$ cat src/rtl/lrsc_pkg.sv
package lrsc_pkg;

   localparam logic [6:0] OPC_ATOMIC  = 7'b0101111;
   localparam logic [4:0] FN5_LOAD    = 5'b00010;
   localparam logic [4:0] FN5_STORE   = 5'b00011;
   localparam logic [2:0] WIDTH_WORD  = 3'b010;
   localparam logic [2:0] WIDTH_DWORD = 3'b011;
   localparam int         REG_IDX_W   = 5;

   typedef enum logic [1:0] {
      RSV_OP_NONE  = 2'd0,
      RSV_OP_LOAD  = 2'd1,
      RSV_OP_STORE = 2'd2
   } rsv_op_e;

   typedef struct packed {
      rsv_op_e                op;
      logic                   acq;
      logic                   rel;
      logic                   dword;
      logic                   bad_order;
      logic [REG_IDX_W-1:0]   rd;
   } rsv_dec_t;

endpackage

$ cat src/rtl/lrsc_decode.sv
module lrsc_decode
   import lrsc_pkg::*;
(
   input  logic [31:0] insn,
   output rsv_dec_t    dec
);

   logic        opc_ok;
   logic        width_ok;
   logic        is_load;
   logic        is_store;
   logic        unused_src_idx;

   assign unused_src_idx = ^insn[19:15];

   assign opc_ok   = (insn[6:0] == OPC_ATOMIC);
   assign width_ok = (insn[14:12] == WIDTH_WORD) || (insn[14:12] == WIDTH_DWORD);
   assign is_load  = opc_ok && width_ok && (insn[31:27] == FN5_LOAD)
                     && (insn[24:20] == 5'b00000);
   assign is_store = opc_ok && width_ok && (insn[31:27] == FN5_STORE);

   always_comb begin
      dec       = '0;
      dec.acq   = insn[26];
      dec.rel   = insn[25];
      dec.dword = (insn[14:12] == WIDTH_DWORD);
      dec.rd    = insn[11:7];
      if (is_load) begin
         dec.op        = RSV_OP_LOAD;
         dec.bad_order = insn[25];
      end else if (is_store) begin
         dec.op        = RSV_OP_STORE;
         dec.bad_order = insn[26];
      end else begin
         dec.op        = RSV_OP_NONE;
         dec.bad_order = 1'b0;
      end
   end

endmodule

$ cat src/rtl/lrsc_resv.sv
module lrsc_resv #(
   parameter int ADDR_W     = 64,
   parameter bit MATCH_SIZE = 1'b1
) (
   input  logic              clk,
   input  logic              rst_n,
   input  logic              set_i,
   input  logic              clr_i,
   input  logic [ADDR_W-1:0] addr_i,
   input  logic              dword_i,
   output logic              hit_o
);

   logic              held_vld;
   logic [ADDR_W-1:0] held_addr;
   logic              held_dword;
   logic              addr_eq;

   always_ff @(posedge clk or negedge rst_n) begin
      if (!rst_n) begin
         held_vld   <= 1'b0;
         held_addr  <= '0;
         held_dword <= 1'b0;
      end else if (set_i) begin
         held_vld   <= 1'b1;
         held_addr  <= addr_i;
         held_dword <= dword_i;
      end else if (clr_i) begin
         held_vld   <= 1'b0;
      end
   end

   assign addr_eq = (held_addr == addr_i);

   generate
      if (MATCH_SIZE) begin : g_size_match
         assign hit_o = held_vld && addr_eq && (held_dword == dword_i);
      end else begin : g_addr_only
         logic unused_size;
         assign unused_size = held_dword ^ dword_i;
         assign hit_o = held_vld && addr_eq;
      end
   endgenerate

endmodule

$ cat src/rtl/lrsc_exec.sv
module lrsc_exec
   import lrsc_pkg::*;
#(
   parameter int XLEN   = 64,
   parameter int WORD_W = 32
) (
   input  logic                 valid_i,
   input  rsv_dec_t             dec_i,
   input  logic [XLEN-1:0]      rs1_i,
   input  logic [XLEN-1:0]      rs2_i,
   input  logic [XLEN-1:0]      rdata_i,
   input  logic                 resv_hit_i,
   output logic                 load_go_o,
   output logic                 store_go_o,
   output logic                 mem_req_o,
   output logic                 mem_we_o,
   output logic [XLEN-1:0]      mem_addr_o,
   output logic [1:0]           mem_size_o,
   output logic [XLEN-1:0]      mem_wdata_o,
   output logic                 mem_resv_o,
   output logic                 mem_aq_o,
   output logic                 mem_rl_o,
   output logic                 wb_en_o,
   output logic [REG_IDX_W-1:0] wb_rd_o,
   output logic [XLEN-1:0]      wb_data_o
);

   localparam int HI_W = XLEN - WORD_W;

   logic            go;
   logic            store_ok;
   logic [XLEN-1:0] load_val;
   logic [XLEN-1:0] store_val;

   assign go         = valid_i && (dec_i.op != RSV_OP_NONE) && !dec_i.bad_order;
   assign load_go_o  = go && (dec_i.op == RSV_OP_LOAD);
   assign store_go_o = go && (dec_i.op == RSV_OP_STORE);
   assign store_ok   = store_go_o && resv_hit_i;

   assign load_val  = dec_i.dword ? rdata_i
                    : {{HI_W{rdata_i[WORD_W-1]}}, rdata_i[WORD_W-1:0]};
   assign store_val = dec_i.dword ? rs2_i
                    : {{HI_W{1'b0}}, rs2_i[WORD_W-1:0]};

   assign mem_req_o   = load_go_o || store_ok;
   assign mem_we_o    = store_ok;
   assign mem_addr_o  = rs1_i;
   assign mem_size_o  = dec_i.dword ? 2'd3 : 2'd2;
   assign mem_wdata_o = store_ok ? store_val : '0;
   assign mem_resv_o  = mem_req_o;
   assign mem_aq_o    = mem_req_o && dec_i.acq;
   assign mem_rl_o    = mem_req_o && dec_i.rel;

   assign wb_en_o = go && (dec_i.rd != '0);
   assign wb_rd_o = dec_i.rd;

   always_comb begin
      if (load_go_o)       wb_data_o = load_val;
      else if (store_ok)   wb_data_o = '0;
      else if (store_go_o) wb_data_o = {{(XLEN-1){1'b0}}, 1'b1};
      else                 wb_data_o = '0;
   end

endmodule

$ cat src/rtl/lrsc_unit.sv
module lrsc_unit
   import lrsc_pkg::*;
#(
   parameter int XLEN       = 64,
   parameter int WORD_W     = 32,
   parameter bit MATCH_SIZE = 1'b1
) (
   input  logic                 clk,
   input  logic                 rst_n,
   input  logic                 insn_valid,
   input  logic [31:0]          insn,
   input  logic [XLEN-1:0]      rs1_val,
   input  logic [XLEN-1:0]      rs2_val,
   output logic                 mem_req,
   output logic                 mem_we,
   output logic [XLEN-1:0]      mem_addr,
   output logic [1:0]           mem_size,
   output logic [XLEN-1:0]      mem_wdata,
   output logic                 mem_resv,
   output logic                 mem_aq,
   output logic                 mem_rl,
   input  logic [XLEN-1:0]      mem_rdata,
   output logic                 wb_en,
   output logic [REG_IDX_W-1:0] wb_rd,
   output logic [XLEN-1:0]      wb_data,
   output logic                 insn_hit,
   output logic                 unsupported
);

   generate
      if (XLEN != 2 * WORD_W) begin : g_bad_width
         $error("lrsc_unit: XLEN must be twice WORD_W");
      end
      if (WORD_W < 8) begin : g_bad_word
         $error("lrsc_unit: WORD_W too small");
      end
   endgenerate

   rsv_dec_t dec;
   logic     resv_hit;
   logic     load_go;
   logic     store_go;

   lrsc_decode u_dec (
      .insn (insn),
      .dec  (dec)
   );

   lrsc_resv #(
      .ADDR_W     (XLEN),
      .MATCH_SIZE (MATCH_SIZE)
   ) u_resv (
      .clk     (clk),
      .rst_n   (rst_n),
      .set_i   (load_go),
      .clr_i   (store_go),
      .addr_i  (rs1_val),
      .dword_i (dec.dword),
      .hit_o   (resv_hit)
   );

   lrsc_exec #(
      .XLEN   (XLEN),
      .WORD_W (WORD_W)
   ) u_exec (
      .valid_i     (insn_valid),
      .dec_i       (dec),
      .rs1_i       (rs1_val),
      .rs2_i       (rs2_val),
      .rdata_i     (mem_rdata),
      .resv_hit_i  (resv_hit),
      .load_go_o   (load_go),
      .store_go_o  (store_go),
      .mem_req_o   (mem_req),
      .mem_we_o    (mem_we),
      .mem_addr_o  (mem_addr),
      .mem_size_o  (mem_size),
      .mem_wdata_o (mem_wdata),
      .mem_resv_o  (mem_resv),
      .mem_aq_o    (mem_aq),
      .mem_rl_o    (mem_rl),
      .wb_en_o     (wb_en),
      .wb_rd_o     (wb_rd),
      .wb_data_o   (wb_data)
   );

   assign insn_hit    = insn_valid && (dec.op != RSV_OP_NONE);
   assign unsupported = insn_hit && dec.bad_order;

endmodule

$ cat config.mk
export PLATFORM = sky130hd
export DESIGN_NAME = lrsc_unit
export DESIGN_NICKNAME = d
export VERILOG_FILES = /design/src/rtl/lrsc_pkg.sv /design/src/rtl/lrsc_decode.sv /design/src/rtl/lrsc_resv.sv /design/src/rtl/lrsc_exec.sv /design/src/rtl/lrsc_unit.sv
export SDC_FILE = /design/constraint.sdc
export NUM_CORES = 1
export LEC_CHECK = 0
export ABC_AREA = 1
export ABC_CLOCK_PERIOD_IN_PS = 2310
export BUFFER_PORTS_ARGS = -buffer_cell sky130_fd_sc_hd__buf_2
export CORE_AREA = 2 2 167 169
export DETAILED_ROUTE_END_ITERATION = 10
export DIE_AREA = 0 0 169 171
export GPL_ROUTABILITY_DRIVEN = 0
export PLACE_DENSITY = 0.45
export REMOVE_ABC_BUFFERS = 1
export SETUP_SLACK_MARGIN = 0.02
export SYNTH_ARGS = -nofsm -noshare
export SYNTH_HDL_FRONTEND = slang
export SYNTH_SLANG_ARGS = --single-unit
$ cat constraint.sdc
create_clock -name clk -period 2.31 [get_ports clk]
set_input_delay 0.1155 -clock clk [delete_from_list [all_inputs] [get_ports clk]]
set_output_delay 0.1155 -clock clk [all_outputs]
set_load 0.005 [all_outputs]
# Word-level counts from Yosys, hierarchy flattened
# Cells that the tools add are included.
# classes
eq_ne,9
n_mux,13
reduce_logical,22
# ops
op,count
64-bit two-way mux,5
64-bit == test,1
1-bit logical AND,15
"5-bit by 2-bit == test with 1-bit output, second input constant",2
"7-bit by 6-bit == test with 1-bit output, second input constant",1
"3-bit by 2-bit == test with 1-bit output, second input constant",2
1-bit two-way mux,6
5-bit zero test,1
5-bit nonzero test,1
2-bit two-way mux,2
2-bit nonzero test,2
"2-bit by 1-bit == test with 1-bit output, second input constant",1
"2-bit == test, second input constant",1
1-bit logical OR,2
1-bit == test,1
1-bit zero test,1
# word_totals
regBits,66
inputBits,227
out_inout_bits,207
word_cells,47

# Depth between registers and ports, before layout
# Gate-level depths: netlist of run 1.
# logic_depth
word_depth,13
ltp_mapped,15
mapped_depth_nobuf,12

# Modules after synthesis
# Synthesis of run 1 repeated with hierarchy kept, for this count alone.
# unflattened
cells_unflattened,915
area_unflattened_um2,5444.0
# by_module_without_submodules
mod,instances,cells_per_inst,area_each_um2,seq_area_each_um2
lrsc_resv,1,492,3449.6,1651.6
lrsc_exec,1,380,1776.7,0.0
lrsc_decode,1,38,192.7,0.0
lrsc_unit,1,5,25.0,0.0

# Worst setup path after synthesis of run 1
# No wires, ideal clock.
# synth_timing
path_kind,register to output
startpoint,reg u_resv.held_addr[37]
endpoint,out mem_resv
t_arrival_ps,1515
required_time_ps,2194
path_slack_ps,680
stages_incl_launch_ff,15
path_buffers,3
cell_sequence,dfrtp_1 -> inv_1 -> nand2_1 -> nand2_1 -> nand2_1 -> nor2_1 -> nand2_1 -> nor2_1 -> nand3_1 -> nor2_1 -> nand2_1 -> buf_6 -> buf_6 -> nand2_1 -> buf_4
# synth_via
elab_chain_len,5
# synth_lines
item,line,text
"start, declared",lrsc_resv.sv:15,logic [ADDR_W-1:0] held_addr;
"start signal, assigned",lrsc_resv.sv:26,held_addr <= addr_i;
64-bit == test,lrsc_resv.sv:33,assign addr_eq = (held_addr == addr_i);
1-bit logical AND (2 in series),lrsc_resv.sv:37,assign hit_o = held_vld && addr_eq && (held_dword == dword_i);
1-bit logical AND,lrsc_exec.sv:38,assign store_ok = store_go_o && resv_hit_i;
1-bit logical OR,lrsc_exec.sv:45,assign mem_req_o = load_go_o || store_ok;
"end, declared",lrsc_unit.sv:19,"output logic mem_resv,"
# Every way passes these cells.

# Worst setup path in the final report of run 1
# layout_timing
startpoint,reg u_resv.held_addr[51]
endpoint,out mem_wdata[10]
# layout_via
elab_chain_len,5
# layout_lines
item,line,text
64-bit == test,lrsc_resv.sv:33,
1-bit logical AND (2 in series),lrsc_resv.sv:37,
1-bit logical AND,lrsc_exec.sv:38,
64-bit two-way mux,lrsc_exec.sv:49,assign mem_wdata_o = store_ok ? store_val : '0;
"end, declared",lrsc_unit.sv:18,"output logic [XLEN-1:0] mem_wdata,"
# Every way passes these cells.

==> flow_summary.ini, run 1 <==
[sta]
fin_skew_ns = 0
layout_min_cycle_time_ns = 2.312
final-setup-viol-count = 1
slew_headroom_pct = 38.65
drv_slew = 0
worst_slew_pin_slew_ns = 0.9203
setup_ws_ns = -0.001706
fmax_mhz = 432.6
post-route-period-util_pct = 100.1
rsz0062_at_grt = yes
hold_viol_final = 0

[global_routing]
antenna_found_initial = 0
grt_max_degree = 67
grt_pass1_vias = 5369
track_usage_pct = 12.95
grt_pass1_wl_um = 28540
grt-ovfl-total = 0

[power_and_ir_drop]
p_leak_uw = 0.004947
max-vdd-ir-drop_mv = 0.2617
finalPower_uw = 3052
powerDensity_nw_per_um2 = 381.8

[synthesis]
netlist_area_um2 = 5444
ys.flop_type = dfrtp_1
yosys.cell_count.top_type = nand2_1
synth_area_leader_cell = dfrtp_1
ys_top_cells_by_area = dfrtp_1, nand2_1, buf_4
synth_cell_types = 29
syn_avg_cell_area_um2 = 6.207
synth_edf_count = 0
synthCells = 877
synth_commonest_cells = nand2_1, inv_1, nor2_1
netlist.area_leader.share_pct = 30.34
ys_ff_latch = 66
yosysWarnings = 0
ys_seq_area_share_pct = 30.34
synthArstFlopShare_pct = 100.0

[critical_path]
crit_path_end_kind = primary output
setup.worst_path.class = flip-flop to primary output
crit_fanout = 10
required_ns = 2.19
startpoint_type = flip-flop
cp.arrival_ns = 2.20

[cells_and_area]
finalCoreUtilization_pct = 29.26
finalNetCount = 1459
multiInputGateArea_um2 = 2586
final_cells = 1583
n_antenna_cell = 0
design_area_um2 = 7995
drive_above_1_share_pct = 42.04
syn_to_final_growth_pct = 46.86
nFillCells = 3070
regArea_um2 = 1652

[status]
violations = setup timing
status = finished with violations

[placed_design]
dp_hpwl_um = 16070
dpl-instance-area_um2 = 7441
post-place-ws_ns = 0.2010
port_buffers = 427
placed_cells = 1557

[clocking]
cts_tree = built
cts.htree.levels = 3
clock_path_buffers = 2
clk_pin_slew_ns = 0.07
insertion_delay_ns = 0.33
cts-buffers-inserted = 9
root_buffer = clkbuf_16
clkSinkCount = 66

[route]
vias = 6146
ant_nets = 0
routed_wirelength_um = 20090
vias_per_cell = 3.883
drc = 0
wl_per_cell_um = 12.69
drtPass1Iterations = 5
drt_iter0_markers = 241

[floorplanning]
die-area_um2 = 28900
fp-row-count = 61
core_um2 = 27320
die_h_um = 171
ios = 434
fp.dieW_um = 169
start_util_pct = 19.92

[run]
cap_viol_max_count = 0

[min_path]
min_path_type = input port to flip-flop
## power by group
part           switching, uW  internal [uW]  leakage, uW
Combinational            243            228      0.00393
Sequential           0.00840           1160     0.000865
Clock                    578            847     0.000152
Total                    821           2230      0.00495
## final timing paths
kind / startpoint / end / slack (ns) / depth (start not counted)
min in group asynchronous: rst_n / u_resv.held_addr[42]$_DFFE_PN0P_ / 0.46 / 2
min reg2reg: u_resv.held_addr[39]$_DFFE_PN0P_ / u_resv.held_addr[39]$_DFFE_PN0P_ / 0.50 / 2
max: u_resv.held_addr[51]$_DFFE_PN0P_ / mem_wdata[10] / -0.002 / 14
max reg2reg: u_resv.held_addr[43]$_DFFE_PN0P_ / u_resv.held_addr[43]$_DFFE_PN0P_ / 1.65 / 2
min: rs1_val[38] / u_resv.held_addr[38]$_DFFE_PN0P_ / 0.02 / 3
max in group asynchronous: rst_n / u_resv.held_addr[38]$_DFFE_PN0P_ / 1.24 / 2
## cells by family after synthesis
family / share of synthesized area [%]
AND/OR/NAND/NOR: 35.30
buffers and inverters: 23.95
AO/OA/AOI/OAI: 6.964
flip-flops: 30.34
XOR/XNOR: 3.379
other: 0.06888
## critical path, stage by stage (launching register included)
cell	delay [ns]
dfrtp_1	0.40
nand2_1	0.07
nand2_1	0.05
inv_1	0.08
nand2_1	0.06
nor2_1	0.10
nand2_1	0.08
nor2_2	0.16
nand3_1	0.10
nor2_1	0.12
nand2_2	0.09
buf_12	0.16
clkbuf_16	0.18
nor2_1	0.08
buf_2	0.12
## timing repair
item                                    4_1_cts  5_1_grt
hold endpoints to repair                     69        0
buffers inserted                              4        2
pin swaps                                     0        2
hold buffers                                  4        0
endpoints found under the setup margin       57      101
gates cloned                                  1        1
resized for setup                            10       36
## per-stage QoR
step / TNS, ns / hold WS, ns
6_report: -0.001706 / 0.01810
5_1_grt: -9.369 / 0.02369
4_1_cts: -3.618 / 0.001227
3_5_place_dp: 0 / 0.3239
3_3_place_gp: 0 / 0.3227
2_1_floorplan: -27.10 / -0.1801
## routing by layer
layer	vias to the layer above	GRT usage, %	routed length, um
li1	3209	-	-
met1	2638	16.64	8666
met2	284	22.17	9667
met3	15	2.174	1375
met4	0	4.162	383
met5	-	0	0
## cell usage in the layout, fill, tap and decap left out, drive strengths merged
master,n
nand2,316
inv,148
nand4,4
a21oi,3
dfrtp,66
buf,444
nand3b,2
clkbuf,10
o21ai,58
xor2,3
xnor2,18
nand3,5
nor2,135
o221ai,1
dlygate4sd3,4
o22ai,8
clkinv,4
conb,1
nor3,4
and2,1
bufinv,1
a211oi,1
## flip-flops by register name, summed over array words and instances, names as in the netlist
register and cells:
u_resv.held_dword 1, u_resv.held_addr 64, u_resv.held_vld 1
## final cells by class
class                      count  share of cell area (%)
clock inverter                 7                  0.9703
inverter                     146                   6.854
tap                          346                   5.415
multi-input combinational    560                   32.35
clock buffer                   9                   2.817
timing repair buffer         449                   30.94
sequential                    66                   20.66
(Power assumes the default switching activity.)
==> run 2: changes to the inputs <==
--- a/constraint.sdc
+++ b/constraint.sdc
@@ -3,2 +3,2 @@
 set_output_delay 0.1155 -clock clk [all_outputs]
-set_load 0.005 [all_outputs]
+set_load 0.1 [all_outputs]
==> run 2 against run 1 <==
Net effect:
- the flow still finishes with violations (setup timing)
- clock skew did not move
- combinational power rose by 100%
- clock power fell by 12%
- power rose by 11%
- sequential share of layout area fell by 4.8 points
- count of clock-buffer cells in the layout rose by 4
- die area did not move
- utilization rose by 8.8 points
- critical endpoint is now mem_wdata[23]
==> flow_summary.ini, run 2 (synthesis gave the netlist of run 1 again) <==
[status]
status = finished with violations
violations = setup timing

[global_routing]
grt-ovfl-total = 0
grt_pass1_wl_um = 31880
grt_max_degree = 67
track_usage_pct = 14.50
antenna_found_initial = 3
grt_pass1_vias = 5781

[critical_path]
startpoint_type = flip-flop
required_ns = 2.19
setup.worst_path.class = flip-flop to primary output
crit_path_end_kind = primary output
reg2reg_slack_ns = 1.54
r2r-end = u_resv.held_addr[51]$_DFFE_PN0P_
ff2ff_path_depth = 3
cp.arrival_ns = 2.31
crit_fanout = 7
r2r-start = u_resv.held_addr[51]$_DFFE_PN0P_
crit_start = u_resv.held_addr[19]$_DFFE_PN0P_

[clocking]
root_buffer = clkbuf_16
cts.htree.levels = 3
cts-buffers-inserted = 9
clkSinkCount = 66
clock_path_buffers = 2
insertion_delay_ns = 0.33
cts_tree = built
clk_pin_slew_ns = 0.06

[route]
ant_nets = 0
drc = 0
vias_per_cell = 3.963
drtPass1Iterations = 4
drt_iter0_markers = 253
vias = 6290
wl_per_cell_um = 14.24
routed_wirelength_um = 22600

[sta]
fin_skew_ns = 0
post-route-period-util_pct = 105.0
worst_slew_pin_slew_ns = 0.9246
slew_headroom_pct = 38.36
hold_viol_final = 0
setup_ws_ns = -0.1145
layout_min_cycle_time_ns = 2.425
final-setup-viol-count = 46
hold_slack_ns = 0.01818
tns_ns = -3.037
drv_slew = 0
fmax_mhz = 412.4
rsz0062_at_grt = yes

[power_and_ir_drop]
finalPower_uw = 3375
intPower_uw = 2136
p_seq_share_pct = 34.3
p_switching_uw = 1238
power.share.switching_pct = 36.70
max-vdd-ir-drop_mv = 0.2886
p_leak_uw = 0.005306
comb_power_share_pct = 28.5
powerDensity_nw_per_um2 = 324.4
pwr-share-clk_pct = 37.2

[floorplanning]
fp.dieW_um = 169
core_um2 = 27320
ios = 434
start_util_pct = 19.92
die_h_um = 171
fp-row-count = 61
die-area_um2 = 28900

[cells_and_area]
design_area_um2 = 10400
finalNetCount = 1463
multiInputGateArea_um2 = 2980
syn_to_final_growth_pct = 91.06
layout_commonest_cell = nand2_1
drive_above_1_share_pct = 45.97
final_cell_mix = nand2_1, buf_2, inv_1
largest_reg_flops = 64
top_regs = u_resv.held_addr: 64 flops, u_resv.held_dword: 1 flops, u_resv.held_vld: 1 flops
nFillCells = 2828
regMostFlops = u_resv.held_addr
regArea_um2 = 1652

[placed_design]
dp_hpwl_um = 18020
post-place-ws_ns = 0.07724
dpl-instance-area_um2 = 9413
port_buffers = 427

[min_path]
whs_endpoint = u_resv.held_addr[22]$_DFFE_PN0P_
min-delay-start = rs1_val[22]
min_path_type = input port to flip-flop
worstHoldPathCells = 3

[run]
cap_viol_max_count = 0
run 2: per-layer routing:
| layer | track usage, % | wire (um) | vias to the layer above |
|---|---|---|---|
| met3 | 4.118 | 1681 | 19 |
| met4 | 3.716 | 355 | 4 |
| met5 | 0 | 26 | - |
| met2 | 24.32 | 11140 | 261 |
| met1 | 18.33 | 9391 | 2791 |
| li1 | - | - | 3215 |
run 2: worst max-delay path: stages, from the launching register on:
cell	delay (ns)
dfrtp_1	0.39
nand2_1	0.07
o21ai_0	0.07
inv_1	0.06
nand2_1	0.04
nor2_1	0.08
nand2_1	0.10
nor2_4	0.16
nand3_4	0.10
nor2_4	0.16
nand2_8	0.10
buf_12	0.16
buf_16	0.14
nor2_4	0.14
buf_12	0.18
run 2: worst max-delay path by stage:
stage	to	slack, ns	cells past startpoint
after floorplan	mem_req	-2.13	10
after global placement	mem_wdata[44]	0.10	14
after CTS	mem_wdata[8]	-0.19	13
final	mem_wdata[23]	-0.11	14
after detailed placement	mem_wdata[23]	0.08	13
after global routing	mem_wdata[23]	-0.28	14
run 2: power groups by stage:
stage	Clock [uW]	Combinational, uW	Sequential (uW)
2_1_floorplan	0	124	1180
3_3_place_gp	0	940	1180
3_5_place_dp	0	941	1180
4_1_cts	1320	957	1160
5_1_grt	1370	1020	1160
6_report	1260	961	1160
run 2: final cells by class:
type | count | area share, %
Antenna cell | 1 | 0.02406
Clock buffer | 13 | 2.406
Clock inverter | 2 | 0.1323
Inverter | 146 | 5.269
Multi-Input combinational cell | 560 | 28.65
Sequential cell | 66 | 15.88
Tap cell | 346 | 4.162
Timing Repair Buffer | 453 | 43.47
run 2: through the flow:
stage	utilization [%]	instances
3_3_place_gp	34.45	1557
2_1_floorplan	-	772
3_5_place_dp	34.45	1557
4_1_cts	36.63	1576
6_report	38.07	1587
5_1_grt	38.07	1587
run 2: what timing repair did:
action                                  in CTS  in global routing
pin swaps                                    0                 25
endpoints found under the hold margin       66                  0
hold buffers                                 1                  0
buffers inserted                             1                  7
endpoints found under the setup margin      68                116
cloned                                       2                  4
resized for setup                           73                 65
==> run 3: changes to the inputs <==
GPL_TIMING_DRIVEN = 0   (was not set)
SKIP_LAST_GASP = 1   (was not set)
==> run 3 against run 2 <==
Net effect:
- the flow still finishes with violations (setup timing)
- largest power group unchanged
- power up 7.3%
- die area unchanged
- count of clock-buffer cells in the layout down 3
==> flow_summary.ini, run 3 (synthesis gave the netlist of run 1 again) <==
[critical_path]
path_cells = nand2_1, nand2_1, inv_2, nand2_2, nor2_2, nand2_1, nor2_4, nand3_4, nor2_4, nand2_8, clkbuf_16, nor2_1, buf_6
required_ns = 2.19
setup.worst_path.class = flip-flop to primary output
cp.arrival_ns = 2.32
crit_path_frequent_cell = nand2_1
crit_path_end_kind = primary output
startpoint_type = flip-flop
cpMaxStageDelayCell = dfrtp_1
max_stage_delay_ns = 0.40
crit_fanout = 8

[cells_and_area]
final_cell_mix = buf_2, nand2_1, inv_1
n_antenna_cell = 0
regMostFlops = u_resv.held_addr
syn_to_final_growth_pct = 70.65
largest_reg_flops = 64
layout_commonest_cell = buf_2
finalCoreUtilization_pct = 34.00
top_regs = u_resv.held_addr: 64 flops, u_resv.held_dword: 1 flops, u_resv.held_vld: 1 flops
design_area_um2 = 9290
nFillCells = 2916
drive_above_1_share_pct = 43.49
finalNetCount = 1460

[clocking]
cts_tree = built
cts-buffers-inserted = 9
clock_path_buffers = 2
clk_pin_slew_ns = 0.06
insertion_delay_ns = 0.33
cts.htree.levels = 3
clkSinkCount = 66
root_buffer = clkbuf_16

[sta]
hold_viol_final = 0
worst_slew_pin_slew_ns = 0.7306
drv_slew = 0
slew_headroom_pct = 51.29
fmax_mhz = 411.0
final-setup-viol-count = 69
layout_min_cycle_time_ns = 2.433
post-route-period-util_pct = 105.3
fin_skew_ns = 0
setup_ws_ns = -0.1229
rsz0062_at_grt = yes

[min_path]
min_path_type = input port to flip-flop

[power_and_ir_drop]
powerDensity_nw_per_um2 = 389.8
p_leak_uw = 0.005111
finalPower_uw = 3621
max-vdd-ir-drop_mv = 0.3724

[route]
wl_per_cell_um = 14.73
drtPass1Iterations = 4
vias_per_cell = 3.999
drt_iter0_markers = 260
routed_wirelength_um = 23320
ant_nets = 0
drc = 0
vias = 6331

[floorplanning]
die_h_um = 171
ios = 434
start_util_pct = 19.92
core_um2 = 27320
fp-row-count = 61
fp.dieW_um = 169
die-area_um2 = 28900

[global_routing]
grt_pass1_vias = 5790
grt-ovfl-total = 0
track_usage_pct = 15.02
grt_pass1_wl_um = 32770
antenna_found_initial = 0
grt_max_degree = 65

[status]
status = finished with violations
violations = setup timing

[placed_design]
dpl-instance-area_um2 = 7323
dp_hpwl_um = 15760
port_buffers = 427

[run]
cap_viol_max_count = 0
## run 3: cell types whose count changed in the layout (fill, tap and decap cells not counted), moves of 8 or more
cell	delta
buf_8	+25
buf_6	+36
buf_12	-100
clkbuf_4	+8
nor2_4	-35
buf_2	+13
nor2_1	+29
## run 3: final timing paths
| path | start | end | slack, ns | cells after the start |
|---|---|---|---|---|
| min in group asynchronous | rst_n | u_resv.held_addr[48]$_DFFE_PN0P_ | 0.28 | 2 |
| setup reg to reg | u_resv.held_addr[62]$_DFFE_PN0P_ | u_resv.held_addr[62]$_DFFE_PN0P_ | 1.55 | 3 |
| setup / recovery | u_resv.held_addr[26]$_DFFE_PN0P_ | mem_wdata[38] | -0.12 | 13 |
| hold reg to reg | u_resv.held_addr[18]$_DFFE_PN0P_ | u_resv.held_addr[18]$_DFFE_PN0P_ | 0.50 | 2 |
| hold / removal | rs1_val[39] | u_resv.held_addr[39]$_DFFE_PN0P_ | 0.02 | 3 |
| max in group asynchronous | rst_n | u_resv.held_dword$_DFFE_PN0P_ | 1.47 | 3 |
## run 3: through the flow
stage	TNS (ns)	hold WS (ns)	instances	setup WS [ns]
floorplan	-162.77	-0.1801	772	-2.130
global placement	-207.84	0.3546	1545	-2.174
detailed placement	-101.07	0.09176	1547	-1.396
CTS	-11.12	0.002543	1582	-0.1946
global route	-18.41	0.02451	1583	-0.3047
finish	-5.255	0.01541	1583	-0.1229
## run 3: report_power, final
group / internal, uW / switching [uW]
Combinational: 232 / 720
Sequential: 1160 / 0.0105
Clock: 967 / 545
Total: 2360 / 1270
## run 3: final cells by class
| class | instances | area (um^2) | area share, % |
|---|---|---|---|
| inverters | 146 | 558.0 | 6.007 |
| repair inverters | 2 | 15.01 | 0.1616 |
| multi-input cells | 564 | 2774 | 29.86 |
| clock buffers | 10 | 239.0 | 2.572 |
| repair buffers | 444 | 3541 | 38.11 |
| well taps | 346 | 432.9 | 4.660 |
| flip-flops and latches | 66 | 1652 | 17.78 |
| clock inverters | 5 | 78.83 | 0.8485 |
## run 3: critical path: cells and delay by family (launching register included)
kind                   cells  cell delay (ns)
and+or+nand+nor           10             1.03
buffers and inverters      3             0.52
DFF                        1             0.40
## run 3: repair_timing
item,in CTS,in global routing
resized for setup,295,102
setup endpoints to repair,163,131
hold buffers,2,0
pin swaps,4,6
setup buffers,8,0
gates cloned,10,1
hold endpoints to repair,28,0
## run 3: per-layer routing
layer,GRT usage (%),up-vias,share of wire [%]
li1,-,3214,-
met1,19.03,2823,41
met2,27.17,285,51
met3,2.174,9,6.7
met4,3.010,0,0.79
met5,0,-,0
